===== src/rtl/peak_pkg.sv =====
package peak_pkg;
  typedef enum logic {
    TRACK_MAX = 1'b0,
    TRACK_MIN = 1'b1
  } track_kind_e;

  localparam int unsigned N_TRACKERS = 2;
endpackage


===== src/rtl/peak_tracker.sv =====
module peak_tracker #(
  parameter int unsigned             DATA_W = 16,
  parameter peak_pkg::track_kind_e   KIND   = peak_pkg::TRACK_MAX
) (
  input  logic              clk_i,
  input  logic              rst_ni,
  input  logic              valid_i,
  input  logic [DATA_W-1:0] sample_i,
  input  logic              restart_i,
  output logic [DATA_W-1:0] best_o
);
  localparam logic [DATA_W-1:0] S_POS  = {1'b0, {(DATA_W-1){1'b1}}};
  localparam logic [DATA_W-1:0] S_NEG  = {1'b1, {(DATA_W-1){1'b0}}};
  localparam logic [DATA_W-1:0] INIT_V = (KIND == peak_pkg::TRACK_MAX) ? S_NEG : S_POS;

  logic [DATA_W-1:0] held_q;
  logic              take;

  always_comb begin
    if (KIND == peak_pkg::TRACK_MAX) take = $signed(sample_i) > $signed(held_q);
    else                             take = $signed(sample_i) < $signed(held_q);
  end

  // merged extreme including the sample offered this cycle
  assign best_o = (valid_i && take) ? sample_i : held_q;

  always_ff @(posedge clk_i or negedge rst_ni) begin
    if (!rst_ni)      held_q <= INIT_V;
    else if (valid_i) held_q <= restart_i ? INIT_V : best_o;
  end

  if (KIND == peak_pkg::TRACK_MAX) begin : g_max_chk
    AST_MAX_COVERS_SAMPLE: assert property (@(posedge clk_i) disable iff (!rst_ni)
      valid_i && !restart_i |=> $signed(held_q) >= $signed($past(sample_i)));
    AST_MAX_NO_DROP: assert property (@(posedge clk_i) disable iff (!rst_ni)
      !restart_i |=> $signed(held_q) >= $signed($past(held_q)));
  end else begin : g_min_chk
    AST_MIN_COVERS_SAMPLE: assert property (@(posedge clk_i) disable iff (!rst_ni)
      valid_i && !restart_i |=> $signed(held_q) <= $signed($past(sample_i)));
    AST_MIN_NO_RISE: assert property (@(posedge clk_i) disable iff (!rst_ni)
      !restart_i |=> $signed(held_q) <= $signed($past(held_q)));
  end

  AST_TRACK_IDLE: assert property (@(posedge clk_i) disable iff (!rst_ni)
    !valid_i |=> $stable(held_q));
endmodule


===== src/rtl/window_timer.sv =====
module window_timer #(
  parameter int unsigned CNT_W = 24
) (
  input  logic clk_i,
  input  logic rst_ni,
  input  logic valid_i,
  output logic wrap_o
);
  localparam logic [CNT_W-1:0] LAST = {CNT_W{1'b1}};

  logic [CNT_W-1:0] cnt_q;

  assign wrap_o = valid_i && (cnt_q == LAST);

  always_ff @(posedge clk_i or negedge rst_ni) begin
    if (!rst_ni)      cnt_q <= '0;
    else if (valid_i) cnt_q <= cnt_q + 1'b1;
  end

  AST_CNT_IDLE: assert property (@(posedge clk_i) disable iff (!rst_ni)
    !valid_i |=> $stable(cnt_q));
  AST_CNT_STEP: assert property (@(posedge clk_i) disable iff (!rst_ni)
    valid_i |=> cnt_q == CNT_W'($past(cnt_q) + 1'b1));
endmodule


===== src/rtl/peak_hold.sv =====
module peak_hold #(
  parameter int unsigned DATA_W = 16
) (
  input  logic              clk_i,
  input  logic              rst_ni,
  input  logic              load_i,
  input  logic [DATA_W-1:0] max_i,
  input  logic [DATA_W-1:0] min_i,
  output logic [DATA_W-1:0] max_o,
  output logic [DATA_W-1:0] min_o,
  output logic              done_o
);
  always_ff @(posedge clk_i or negedge rst_ni) begin
    if (!rst_ni) begin
      max_o  <= '0;
      min_o  <= '0;
      done_o <= 1'b0;
    end else begin
      done_o <= load_i;
      if (load_i) begin
        max_o <= max_i;
        min_o <= min_i;
      end
    end
  end

  AST_OUT_HOLD: assert property (@(posedge clk_i) disable iff (!rst_ni)
    !done_o |-> $stable(max_o) && $stable(min_o));
  AST_DONE_SINGLE: assert property (@(posedge clk_i) disable iff (!rst_ni)
    done_o |=> !done_o);
  AST_OUT_ORDER: assert property (@(posedge clk_i) disable iff (!rst_ni)
    done_o |-> $signed(max_o) >= $signed(min_o));
endmodule


===== src/rtl/peak_meter.sv =====
module peak_meter #(
  parameter int unsigned DATA_W = 16,
  parameter int unsigned CNT_W  = 24
) (
  input  logic              clk_i,
  input  logic              rst_ni,
  input  logic              sample_valid_i,
  input  logic [DATA_W-1:0] sample_i,
  output logic [DATA_W-1:0] max_o,
  output logic [DATA_W-1:0] min_o,
  output logic              done_o
);
  localparam int unsigned NT = peak_pkg::N_TRACKERS;

  logic              wrap;
  logic [DATA_W-1:0] best [NT];

  window_timer #(.CNT_W(CNT_W)) u_timer (
    .clk_i   (clk_i),
    .rst_ni  (rst_ni),
    .valid_i (sample_valid_i),
    .wrap_o  (wrap)
  );

  for (genvar k = 0; k < NT; k++) begin : g_trk
    peak_tracker #(
      .DATA_W (DATA_W),
      .KIND   (peak_pkg::track_kind_e'(k))
    ) u_trk (
      .clk_i     (clk_i),
      .rst_ni    (rst_ni),
      .valid_i   (sample_valid_i),
      .sample_i  (sample_i),
      .restart_i (wrap),
      .best_o    (best[k])
    );
  end

  peak_hold #(.DATA_W(DATA_W)) u_hold (
    .clk_i  (clk_i),
    .rst_ni (rst_ni),
    .load_i (wrap),
    .max_i  (best[int'(peak_pkg::TRACK_MAX)]),
    .min_i  (best[int'(peak_pkg::TRACK_MIN)]),
    .max_o  (max_o),
    .min_o  (min_o),
    .done_o (done_o)
  );

  AST_DONE_AFTER_WRAP: assert property (@(posedge clk_i) disable iff (!rst_ni)
    wrap |=> done_o);
  AST_LAST_SAMPLE_IN: assert property (@(posedge clk_i) disable iff (!rst_ni)
    wrap |=> $signed(max_o) >= $signed($past(sample_i)) &&
             $signed(min_o) <= $signed($past(sample_i)));
endmodule


===== config.mk =====
export PLATFORM = sky130hd
export DESIGN_NAME = peak_meter
export DESIGN_NICKNAME = d
export VERILOG_FILES = /design/src/rtl/peak_pkg.sv /design/src/rtl/peak_tracker.sv /design/src/rtl/window_timer.sv /design/src/rtl/peak_hold.sv /design/src/rtl/peak_meter.sv
export SDC_FILE = /design/constraint.sdc
export NUM_CORES = 1
export LEC_CHECK = 0
export BUFFER_PORTS_ARGS = -buffer_cell sky130_fd_sc_hd__buf_2
export CAP_MARGIN = 30
export CORE_MARGIN = 2
export CORE_UTILIZATION = 50
export DETAILED_ROUTE_END_ITERATION = 8
export PLACE_DENSITY = 0.69
export SETUP_SLACK_MARGIN = 0.3
export SLEW_MARGIN = 25
export SYNTH_ARGS = -nofsm -noshare
export SYNTH_HDL_FRONTEND = slang
export SYNTH_SLANG_ARGS = --single-unit

===== constraint.sdc =====
create_clock -name clk_i -period 3.17 [get_ports clk_i]
set_clock_uncertainty 0.15 [all_clocks]
set_input_delay 0 -clock clk_i [delete_from_list [all_inputs] [get_ports clk_i]]
set_output_delay 0 -clock clk_i [all_outputs]
set_load 0.05 [all_outputs]

# Yosys cells after proc, flatten, opt, wreduce, memory -nomap -nowiden
# Index checks and enable logic that the tools add are counted.
# word_totals
reg_bits,89
in_bits,19
output_inout_bits,33
wordCells,17
# classes
add_sub_neg,1
magnitude_cmp,2
eq_ne,1
muxes,4
n_reduce_logical,3
# op_table
cell,count
$mux W16,4
$add A24 B1 Y24 const B,1
$eq A24 B24 Y1 const B,1
$gt A16 B16 Y1,1
$lt A16 B16 Y1,1
$logic_and A1 B1 Y1,3

# Logic depth before layout (Yosys ltp)
# Gate-level depths: netlist (run 1).
# logic_depth
ltp_word,4
ltp_mapped,11
mapped_depth_nobuf,8

# Cells and area by module
# From an unflattened synthesis (run 1), not the netlist that was laid out.
# unflattened
hier_cells,418
hier_area_um2,5042.3
# by_module_without_submodules
mod,instances,cells_each,area_per_inst_um2,seq_area_each_um2
peak_hold,1,69,1370.1,825.8
peak_tracker (g_trk[0].u_trk),1,139,1280.0,401.6
peak_tracker (g_trk[1].u_trk),1,113,1261.2,419.2
window_timer,1,97,1131.1,600.6

# Least setup slack after synthesis (run 1)
# No wires, ideal clock.
# synth_timing
kind,register -> register
start,reg g_trk[0].u_trk.held_q[15]
end,reg u_hold.max_o[15]
setup_time_ns,0.082
arrival_ns,2.465
required_ns,2.938
setup_slack_ns,0.473
stages_incl_launch_ff,12
path_buffers,3
synth_period_minus_slack_ns,2.697
path_cell_list,dfstp_2 inv_1 ha_1 buf_2 nand4_1 or2_1 o21a_1 buf_2 a31oi_2 buf_2 o31ai_1 a31oi_1
# synth_between
elab_chain_cells,3
# synth_lines
element,line_no,rtl
"start, declared",peak_tracker.sv:16,logic [DATA_W-1:0] held_q;
"start signal, assigned",peak_tracker.sv:29,else if (valid_i) held_q <= restart_i ? INIT_V : best_o;
$gt A16 B16 Y1,peak_tracker.sv:20,if (KIND == peak_pkg::TRACK_MAX) take = $signed(sample_i) > $signed(held_q);
$logic_and A1 B1 Y1,peak_tracker.sv:25,assign best_o = (valid_i && take) ? sample_i : held_q;
$mux W16 (*),peak_tracker.sv:25,
"end signal, assigned",peak_hold.sv:21,max_o <= max_i;
"end, declared",peak_hold.sv:9,"output logic [DATA_W-1:0] max_o,"
# Every way passes the cells marked *; elsewhere a longest branch is shown, timed or not.
# A chain may end at the register's enable or synchronous reset.

# Final worst setup path (run 1)
# layout_timing
start,reg g_trk[0].u_trk.held_q[15]
end,reg u_hold.max_o[14]
# layout_between
elab_chain_cells,3
# layout_lines
element,line_no
$gt A16 B16 Y1,peak_tracker.sv:20
$logic_and A1 B1 Y1,peak_tracker.sv:25
$mux W16,peak_tracker.sv:25
# Every way passes these cells.

==> impl_results.md, run 1 <==
* Combinational share of power at 44.9%
* Leakage at 2.84 nW
* Seq/Total Area, Yosys at 42.0%
* Syn Std Cell Area at 5350 sq um
* Switching power at 1.80 mW
* Cell-internal power at 2.62 mW
* Final Util at 59.8%
* Fill count at 936
* Post-synth cell types at 53
* Slew of the pin with the lowest slew margin at 0.662 ns
* Top cells by count, synth: dfrtp_1 (73), nor2_1 (42), inv_1 (37), nand2_1 (37), a31oi_1 (36)
* Core Area at 10400 sq um
* CP Class: reg -> reg
* Fmax at 0.355 GHz
* Final setup violation count at 0
* Area after DPL at 5770 sq um
* RR Endpoint: u_hold.max_o[14]
* Syn Inst Count at 582
* Synth top area cells: dfrtp_1 (34%), dfstp_2 (7.9%), ha_1 (7.5%), a211oi_1 (4.2%), a31oi_1 (4.2%)
* Slew Viols, Final at 0
* N_diodes at 0
* Total grt overflow at 0
* Share of cells above drive strength 1 at 19.3%
* RePlAce Congestion at 0.913
* Status: finished, final reports clean
* Mapped Nets at 633
* Root Driver: clkbuf_8
* Clock transition at path regs at 0.09 ns
* Total GRT Usage at 24.7%
* Final Critical Period at 2.82 ns
* Layout area overhead at 15.9%
* Worst min path class: in -> async
* Synth area leader: dfrtp_1
* Crit Reg-Reg Startpoint: g_trk[0].u_trk.held_q[15]
* Largest net degree at the start of global routing at 53
* Antenna violations before repair at 0
* Die Wd at 107 um
* FP Rows at 37
* Post-DR wirelength/cell at 17.0 um
* 1st-pass router iterations at 6
* Yosys reg bits at 89
* R2R Setup Slk at 0.35 ns
* Vias in the first global route at 4491
* Final setup TNS at 0 ns
* Pwr per Cell Area at 713 nW/um^2
* Area share of the largest cell type after synthesis at 34.2%
* Initial Utilization at 51.6%
* First-pass GRT wire length at 22.4 mm
* I/O pin count at 52
* Top_reg_cell synth: dfrtp_1
* Clock power share at 16.6%
* Post-synthesis async set-or-reset flop share at 100%
* Worst Path Max Fanout at 48
* Unrepaired setup endpoints after global routing: true
* Total power at 4.42 mW
* Critical Path Start Type: flop
* Reg2Reg Depth at 8
* HPWL after detailed placement at 9.34 mm
* Number of remaining DRC errors at 0
* Port Buffers at 51
* FF/Latch Area at 2250 sq um
* Maximum VDD drop at 343 uV
* Worst path required time at 3.27 ns
* Avg Cell Area, Syn at 9.19 sq um
* Post-synth EDFFs at 0
* Antenna-violating nets left at 0
* DR iter-0 viols at 352
* Die footprint at 11500 sq um
* Seq pwr share at 38.5%
* Slew HR at 55.9%
* Num CTS Buffers at 9
* Final Hold Fails at 0
* Via count at 4713
* Final net count at 696
* Post-Route WL at 13.4 mm
* Design area at 6200 sq um
* Post-route clock period utilization at 88.9%
* Final worst slack at 0.353 ns
* Top-count cell post-synth: dfrtp_1
* Post-Place Worst Slack at 0.321 ns
* Die height at 107 um
* Worst skew pair latency at 0.38 ns
* Area of the multi-input gates at 2820 sq um
* Max Root-Sink Buffers at 2
* Max Cap Violations at 0
* Clk sinks at 89
* Synth warn at 0
* Worst EP arrival at 2.91 ns
* H-Tree Depth at 3
* CTS tree: built
* Vias per cell at 6.00
* Worst setup EP type: flop
* Net Sw Frac at 40.8%
==> per-layer routing <==
metal | global-route usage (%) | share of wire [%] | vias to the layer above
li1 | - | - | 2281
met4 | 10.1 | 2.4 | 0
met1 | 33.8 | 45 | 2292
met3 | 4.30 | 4.2 | 20
met5 | 0 | 0 | -
met2 | 39.1 | 48 | 120
==> flip-flops by register name, summed over array words and instances, names as in the netlist <==
register            count
g_trk.u_trk.held_q     32
u_hold.done_o           1
u_hold.max_o           16
u_hold.min_o           16
u_timer.cnt_q          24
==> power by group through the flow <==
| stage | Sequential [mW] | Combinational, mW | Clock, mW |
|---|---|---|---|
| 2_1_floorplan | 1.65 | 1.45 | 0 |
| 3_3_place_gp | 1.70 | 1.81 | 0 |
| 3_5_place_dp | 1.71 | 1.88 | 0 |
| 4_1_cts | 1.69 | 1.94 | 0.755 |
| 5_1_grt | 1.74 | 2.22 | 0.800 |
| 6_report | 1.70 | 1.99 | 0.732 |
==> worst max-delay path: stages, from the launching register on <==
cell	delay (ns)
dfstp_2	0.54
inv_1	0.04
ha_1	0.28
nand4_1	0.19
o41a_4	0.63
buf_12	0.21
and3_1	0.20
a211oi_1	0.29
a31oi_1	0.15
==> per-stage QoR <==
stage,cells,hold WS (ns)
global route,785,0.0885
floorplan,582,-0.446
CTS,785,0.0535
global placement,749,-0.0779
detailed placement,749,-0.0697
finish,785,0.0352
==> logic make-up (layout without fill, tap and decap cells) <==
| group | count (synthesis) | in the layout | share of synthesized area [%] |
|---|---|---|---|
| buf+inv | 80 | 147 | 6.22 |
| compound gates | 143 | 143 | 19.1 |
| fa+ha+maj | 32 | 32 | 7.49 |
| simple gates | 214 | 214 | 21.2 |
| xor+xnor | 23 | 23 | 3.77 |
| flops | 89 | 89 | 42.0 |
| mux | 1 | 1 | 0.211 |
==> layout by cell type, fill, tap and decap left out, drive strengths merged, types with 16 or more instances in the layout <==
cell type,count
nand4,25
a31oi,38
nand3,33
dlygate4sd3,18
nand2,38
buf,76
dfstp,16
dfrtp,73
xnor2,18
nor2,42
a21oi,27
ha,32
inv,38
nor4,16
a211oi,30
and3,18
==> timing repair <==
item | 4_1_cts | 5_1_grt
setup buffers | 3 | 0
hold buffers | 18 | 0
gates resized for setup | 1 | 8
pin swaps | 1 | 0
setup endpoints to repair | 1 | 42
hold endpoints to repair | 86 | 0
==> area by class of cell <==
| type | instances | area share, % |
|---|---|---|
| clock buffer | 10 | 2.22 |
| clock inverter | 5 | 0.666 |
| inverter | 38 | 2.30 |
| multi-input combinational | 413 | 45.5 |
| sequential | 89 | 36.2 |
| tap | 136 | 2.74 |
| timing repair buffer | 94 | 10.3 |
==> worst max path at each step <==
stage | to | cells after the start | startpoint | slack [ns]
global placement | g_trk[1].u_trk.held_q[15] | 7 | g_trk[1].u_trk.held_q[1] | 0.38
floorplan | u_hold.max_o[15] | 11 | g_trk[0].u_trk.held_q[15] | 0.47
detailed placement | g_trk[1].u_trk.held_q[14] | 8 | g_trk[1].u_trk.held_q[14] | 0.32
finish | u_hold.max_o[14] | 8 | g_trk[0].u_trk.held_q[15] | 0.35
CTS | u_hold.max_o[14] | 9 | g_trk[0].u_trk.held_q[15] | 0.32
global route | u_hold.max_o[14] | 9 | g_trk[0].u_trk.held_q[15] | 0.21
(Power assumes the default switching activity.)
==> inputs of run 2 (changes only) <==
Settings changed: BUFFER_PORTS_ARGS -buffer_cell sky130_fd_sc_hd__buf_2 to unset, CORE_UTILIZATION 50 to 60, DONT_BUFFER_PORTS set to 1, PLACE_DENSITY 0.69 to 0.76.
==> run 2 against run 1 <==
Effect of this change: power grew 2.5%; clock power rose by 10%; via count down 0.13%; first-iteration DRC count down 7.4%; the run now ends with hold timing left.
==> impl_results.md, run 2 (synthesized netlist as in run 1, its figures left out) <==
* FP Rows at 34
* Cell-internal power at 2.72 mW
* Number of remaining DRC errors at 0
* Final Util at 69.0%
* N_diodes at 0
* Clk sinks at 89
* Leakage at 2.61 nW
* Largest net degree at the start of global routing at 90
* Max reg flops at 32
* Combinational share of power at 44.7%
* Worst setup EP type: flop
* Core Area at 8680 sq um
* Fmax at 0.365 GHz
* Worst min path class: in -> reg
* Vias per cell at 6.67
* Num CTS Buffers at 9
* I/O pin count at 52
* Status: finished with violations
* Root Driver: clkbuf_8
* Critical Path Start Type: flop
* Clock transition at path regs at 0.10 ns
* Post-Route WL at 14.0 mm
* RePlAce Congestion at 0.904
* Via count at 4707
* Placed insts at 667
* Total GRT Usage at 29.8%
* Post-DR wirelength/cell at 19.8 um
* Most flop-heavy register: g_trk.u_trk.held_q
* Worst path required time at 3.31 ns
* Slew of the pin with the lowest slew margin at 0.635 ns
* Max Root-Sink Buffers at 2
* CP Cell Sequence: inv_1, ha_1, nand4_1, nor3_2, a31o_2, or3_4, nand2_2, o32a_1
* Die height at 98.4 um
* Unrepaired setup endpoints after global routing: false
* CP Class: reg -> reg
* Biggest regs: g_trk.u_trk.held_q: 32 flops, u_timer.cnt_q: 24 flops
* Share of cells above drive strength 1 at 13.5%
* H-Tree Depth at 3
* Final Hold Fails at 2
* 1st-pass router iterations at 5
* Worst EP arrival at 2.88 ns
* CTS tree: built
* Final setup violation count at 0
* Hold slack at -0.0279 ns
* Non-Filler Instances at 706
* Clock power share at 17.8%
* Maximum VDD drop at 417 uV
* HPWL after detailed placement at 8.67 mm
* Commonest non-fill, non-tap cells in the layout: dfrtp_1 (73), nor2_1 (42), inv_1 (37), nand2_1 (37), a31oi_1 (36)
* Total grt overflow at 0
* Total power at 4.53 mW
* Final setup TNS at 0 ns
* Crit-path max cell delay at 0.56 ns
* Antenna-violating nets left at 0
* Post-route clock period utilization at 86.4%
* Slowest-stage cell, CP: dfstp_2
* Switching power at 1.81 mW
* Slew Viols, Final at 0
* Leading cell type in the layout, fill and taps excluded: dfrtp_1
* Die footprint at 9690 sq um
* Worst Path Max Fanout at 16
* Port Buffers at 0
* Slew HR at 57.5%
* First-pass GRT wire length at 23.0 mm
* Die Wd at 98.4 um
* Final net count at 644
* Layout area overhead at 12.0%
* Initial Utilization at 61.6%
* Max Cap Violations at 0
* Antenna violations before repair at 0
* Vias in the first global route at 4588
* Failing checks: hold timing
* Worst skew pair latency at 0.37 ns
* Final Critical Period at 2.74 ns
* Seq pwr share at 37.5%
* Net Sw Frac at 39.9%
* DR iter-0 viols at 326
* Pwr per Cell Area at 757 nW/um^2
## run 2: area by class of cell
class / count / area [sq um]
Fill cell: 689 / 2690
Clock inverter: 5 / 61.3
Sequential cell: 89 / 2250
Tap cell: 108 / 135
Inverter: 38 / 143
Multi-Input combinational cell: 413 / 2860
Clock buffer: 11 / 141
Timing Repair Buffer: 42 / 400
## run 2: power groups by stage
stage,Sequential [mW],Combinational (mW),Clock (mW)
detailed placement,1.70,1.81,0
floorplan,1.65,1.45,0
CTS,1.68,1.90,0.821
finish,1.70,2.03,0.808
global placement,1.69,1.74,0
global route,1.74,2.25,0.865
## run 2: per-stage QoR
step | setup slack [ns] | hold WS (ns) | area [sq um]
final | 0.430 | -0.0279 | 5990
after floorplan | 0.473 | -0.446 | 5350
after detailed placement | 0.239 | -0.444 | 5440
after global placement | 0.296 | -0.443 | 5440
after CTS | 0.340 | 0.00290 | 5860
after global routing | 0.297 | 0.0129 | 5990
## run 2: repair_timing
action	4_1_cts	5_1_grt
buffers inserted	0	1
endpoints found under the setup margin	14	47
cloned	0	0
hold buffers	19	3
pin swaps	0	1
resized for setup	2	16
hold endpoints to repair	167	5
## run 2: worst max-delay path, delay by kind of cell (launching register included)
kind / cells / cell delay (ns)
simple gates: 4 / 0.91
compound gates: 2 / 0.69
flops: 1 / 0.56
fa+ha+maj: 1 / 0.31
buf+inv: 1 / 0.05
## run 2: final timing paths
| kind | from | end | slack [ns] | cells past startpoint |
|---|---|---|---|---|
| max | g_trk[1].u_trk.held_q[14] | g_trk[1].u_trk.held_q[1] | 0.43 | 8 |
| min | sample_i[14] | g_trk[0].u_trk.held_q[14] | -0.03 | 4 |
| max reg2reg | g_trk[1].u_trk.held_q[14] | g_trk[1].u_trk.held_q[1] | 0.43 | 8 |
| min reg2reg | u_timer.cnt_q[15] | u_timer.cnt_q[15] | 0.32 | 1 |
| max in group asynchronous | rst_ni | g_trk[1].u_trk.held_q[4] | 2.42 | 2 |
| min in group asynchronous | rst_ni | u_hold.min_o[6] | 0 | 2 |
## run 2: per-layer routing
layer	global-route usage, %	part of all wire [%]	vias to the layer above
met5	0	0	-
met4	15.2	3.4	0
met3	6.31	7.5	41
met2	47.5	49	209
met1	38.8	40	2283
li1	-	-	2174
==> inputs of run 3 (changes only) <==
Settings changed: PLACE_DENSITY 0.76 to 0.8, SYNTH_HIERARCHICAL set to 1.
==> run 3 against run 2 <==
Effect of this change: the run now ends clean; combinational power barely moved; synthesized area fell by 5.7%; global-route usage fell by 4.3 points; cell count fell by 19%; critical path type unchanged.
==> impl_results.md, run 3 <==
* Post-synthesis async set-or-reset flop share at 100%
* Yosys reg bits at 89
* Unrepaired setup endpoints after global routing: true
* Total GRT Usage at 25.5%
* Pwr per Cell Area at 765 nW/um^2
* Synth top area cells: dfrtp_1 (36%), mux2_4 (11%), dfstp_2 (8.3%), ha_1 (7.9%), o21ai_0 (3.5%)
* Die height at 95.7 um
* Leakage at 2.73 nW
* CTS tree: built
* Slew of the pin with the lowest slew margin at 0.731 ns
* Layout area overhead at 16.1%
* Post-DR wirelength/cell at 20.5 um
* First-pass GRT wire length at 17.5 mm
* Non-Filler Instances at 573
* Worst EP arrival at 3.13 ns
* Maximum VDD drop at 426 uV
* Die footprint at 9150 sq um
* Final Hold Fails at 0
* Worst Path Max Fanout at 6
* N_diodes at 0
* DR iter-0 viols at 232
* RePlAce Congestion at 0.860
* Antenna violations before repair at 0
* Syn Inst Count at 418
* I/O pin count at 52
* Hold Path Sink: g_trk[1].u_trk/held_q[0]
* Biggest regs: g_trk.u_trk/held_q: 32 flops, u_timer/cnt_q: 24 flops
* Worst min path class: in -> reg
* Max reg flops at 32
* Max Root-Sink Buffers at 2
* Grt met3 use at 4.51%
* Fmax at 0.330 GHz
* 1st-pass router iterations at 4
* Clock transition at path regs at 0.08 ns
* Top-count cell post-synth: dfrtp_1
* Final net count at 514
* Status: finished, final reports clean
* Crit Reg-Reg Startpoint: g_trk[1].u_trk/held_q[1]
* FP Rows at 33
* Mapped Nets at 469
* Final setup TNS at 0 ns
* Slew HR at 51.0%
* Post-synth cell types at 54
* Critical path startpoint: g_trk[1].u_trk/held_q[1]
* Root Driver: clkbuf_8
* Synth warn at 6
* Clk sinks at 89
* Worst path required time at 3.27 ns
* Most Crowded Layer GR: met2
* Vias in the first global route at 3522
* Area share of the largest cell type after synthesis at 36.2%
* Num CTS Buffers at 9
* Leading cell type in the layout, fill and taps excluded: dfrtp_1
* Post-route clock period utilization at 95.7%
* Final setup violation count at 0
* HPWL after detailed placement at 7.05 mm
* Fill count at 533
* Worst hold path depth at 4
* Area after DPL at 5190 sq um
* Critical Path Start Type: flop
* Total grt overflow at 0
* Core Area at 8180 sq um
* Largest net degree at the start of global routing at 90
* Initial Utilization at 61.7%
* Via count at 3569
* Die Wd at 95.7 um
* Top cells by count, synth: dfrtp_1 (73), inv_1 (41), mux2_4 (37), o21ai_0 (35), ha_1 (32)
* Final Util at 71.6%
* Vias per cell at 6.23
* Met1 Use GR at 32.9%
* H-Tree Depth at 3
* Most flop-heavy register: g_trk.u_trk/held_q
* Reg2Reg Depth at 9
* Worst skew pair latency at 0.36 ns
* Number of remaining DRC errors at 0
* Worst setup EP type: flop
* Commonest non-fill, non-tap cells in the layout: dfrtp_1 (73), mux2_4 (43), inv_1 (39), o21ai_0 (31), ha_1 (28)
* Post-Route WL at 11.7 mm
* Total power at 4.48 mW
* Met2 Use GR at 41.5%
* Avg Cell Area, Syn at 12.1 sq um
* Syn Std Cell Area at 5040 sq um
* Port Buffers at 0
* Max Cap Violations at 0
* R2R Setup Slk at 0.14 ns
* Placed insts at 525
* Antenna-violating nets left at 0
* CP Class: reg -> reg
* RR Endpoint: u_hold/min_o[0]
* Synth area leader: dfrtp_1
* HP Start: sample_valid_i
* Seq/Total Area, Yosys at 44.6%
* Share of cells above drive strength 1 at 29.7%
* Top_reg_cell synth: dfrtp_1
* Slew Viols, Final at 0
* Design area at 5860 sq um
* Final Critical Period at 3.03 ns
* Post-synth EDFFs at 0
## run 3: worst max-delay path by stage
stage,end,slack [ns],cells past startpoint
floorplan,u_hold/min_o[13],0.13,10
global placement,u_hold/max_o[4],0.13,10
detailed placement,u_hold/max_o[14],-0.03,10
CTS,u_hold/min_o[3],0.13,10
global route,u_hold/min_o[0],0.05,9
finish,u_hold/min_o[0],0.14,9
## run 3: what timing repair did
| action | in CTS | in global routing |
|---|---|---|
| pin swaps | 8 | 8 |
| hold buffers | 20 | 0 |
| buffers inserted | 7 | 5 |
| resized for setup | 18 | 13 |
| endpoints found under the hold margin | 169 | 0 |
| endpoints found under the setup margin | 48 | 48 |
## run 3: through the flow
stage / hold WS (ns) / setup slack (ns)
floorplan: -0.446 / 0.133
global placement: -0.443 / 0.128
detailed placement: -0.444 / -0.0271
CTS: 0.00554 / 0.131
global route: 0.0331 / 0.0485
finish: 0.0199 / 0.136
## run 3: cell type report
cell class	count	area, sq um	share of cell area [%]
multi-input combinational	272	2640	45.1
sequential	89	2250	38.4
timing repair buffer	50	477	8.14
inverter	41	154	2.63
clock buffer	10	138	2.35
tap	105	131	2.24
clock inverter	6	66.3	1.13
## run 3: power breakdown
part	total [mW]	switching (mW)	internal, mW
Clock	0.795	0.406	0.389
Combinational	2.04	1.02	1.02
Sequential	1.65	0.191	1.45
## run 3: logic make-up (layout without fill, tap and decap cells)
kind of cell    Yosys count  count (layout)  share of synthesized area (%)
fa+ha+maj                32              32                           7.94
buf+inv                  57             107                           6.18
xor+xnor                 23              23                           3.99
compound gates           94              94                           14.1
mux                      52              52                           14.3
simple gates             71              71                           8.86
flops                    89              89                           44.6
## run 3: worst max-delay path, stage by stage, from the launching register on
cell and delay, ns:
dfstp_2 0.55, inv_1 0.07, ha_4 0.22, a2111oi_4 0.42, o31ai_4 0.10, a211oi_4 0.30, mux2i_4 0.34, buf_6 0.18
mux2_2 0.33, mux2_4 0.25
## run 3: routing by layer
layer,vias up,wire (um)
met5,-,0
met4,0,581
met3,49,620
met2,144,5750
met1,1764,4800
li1,1612,-
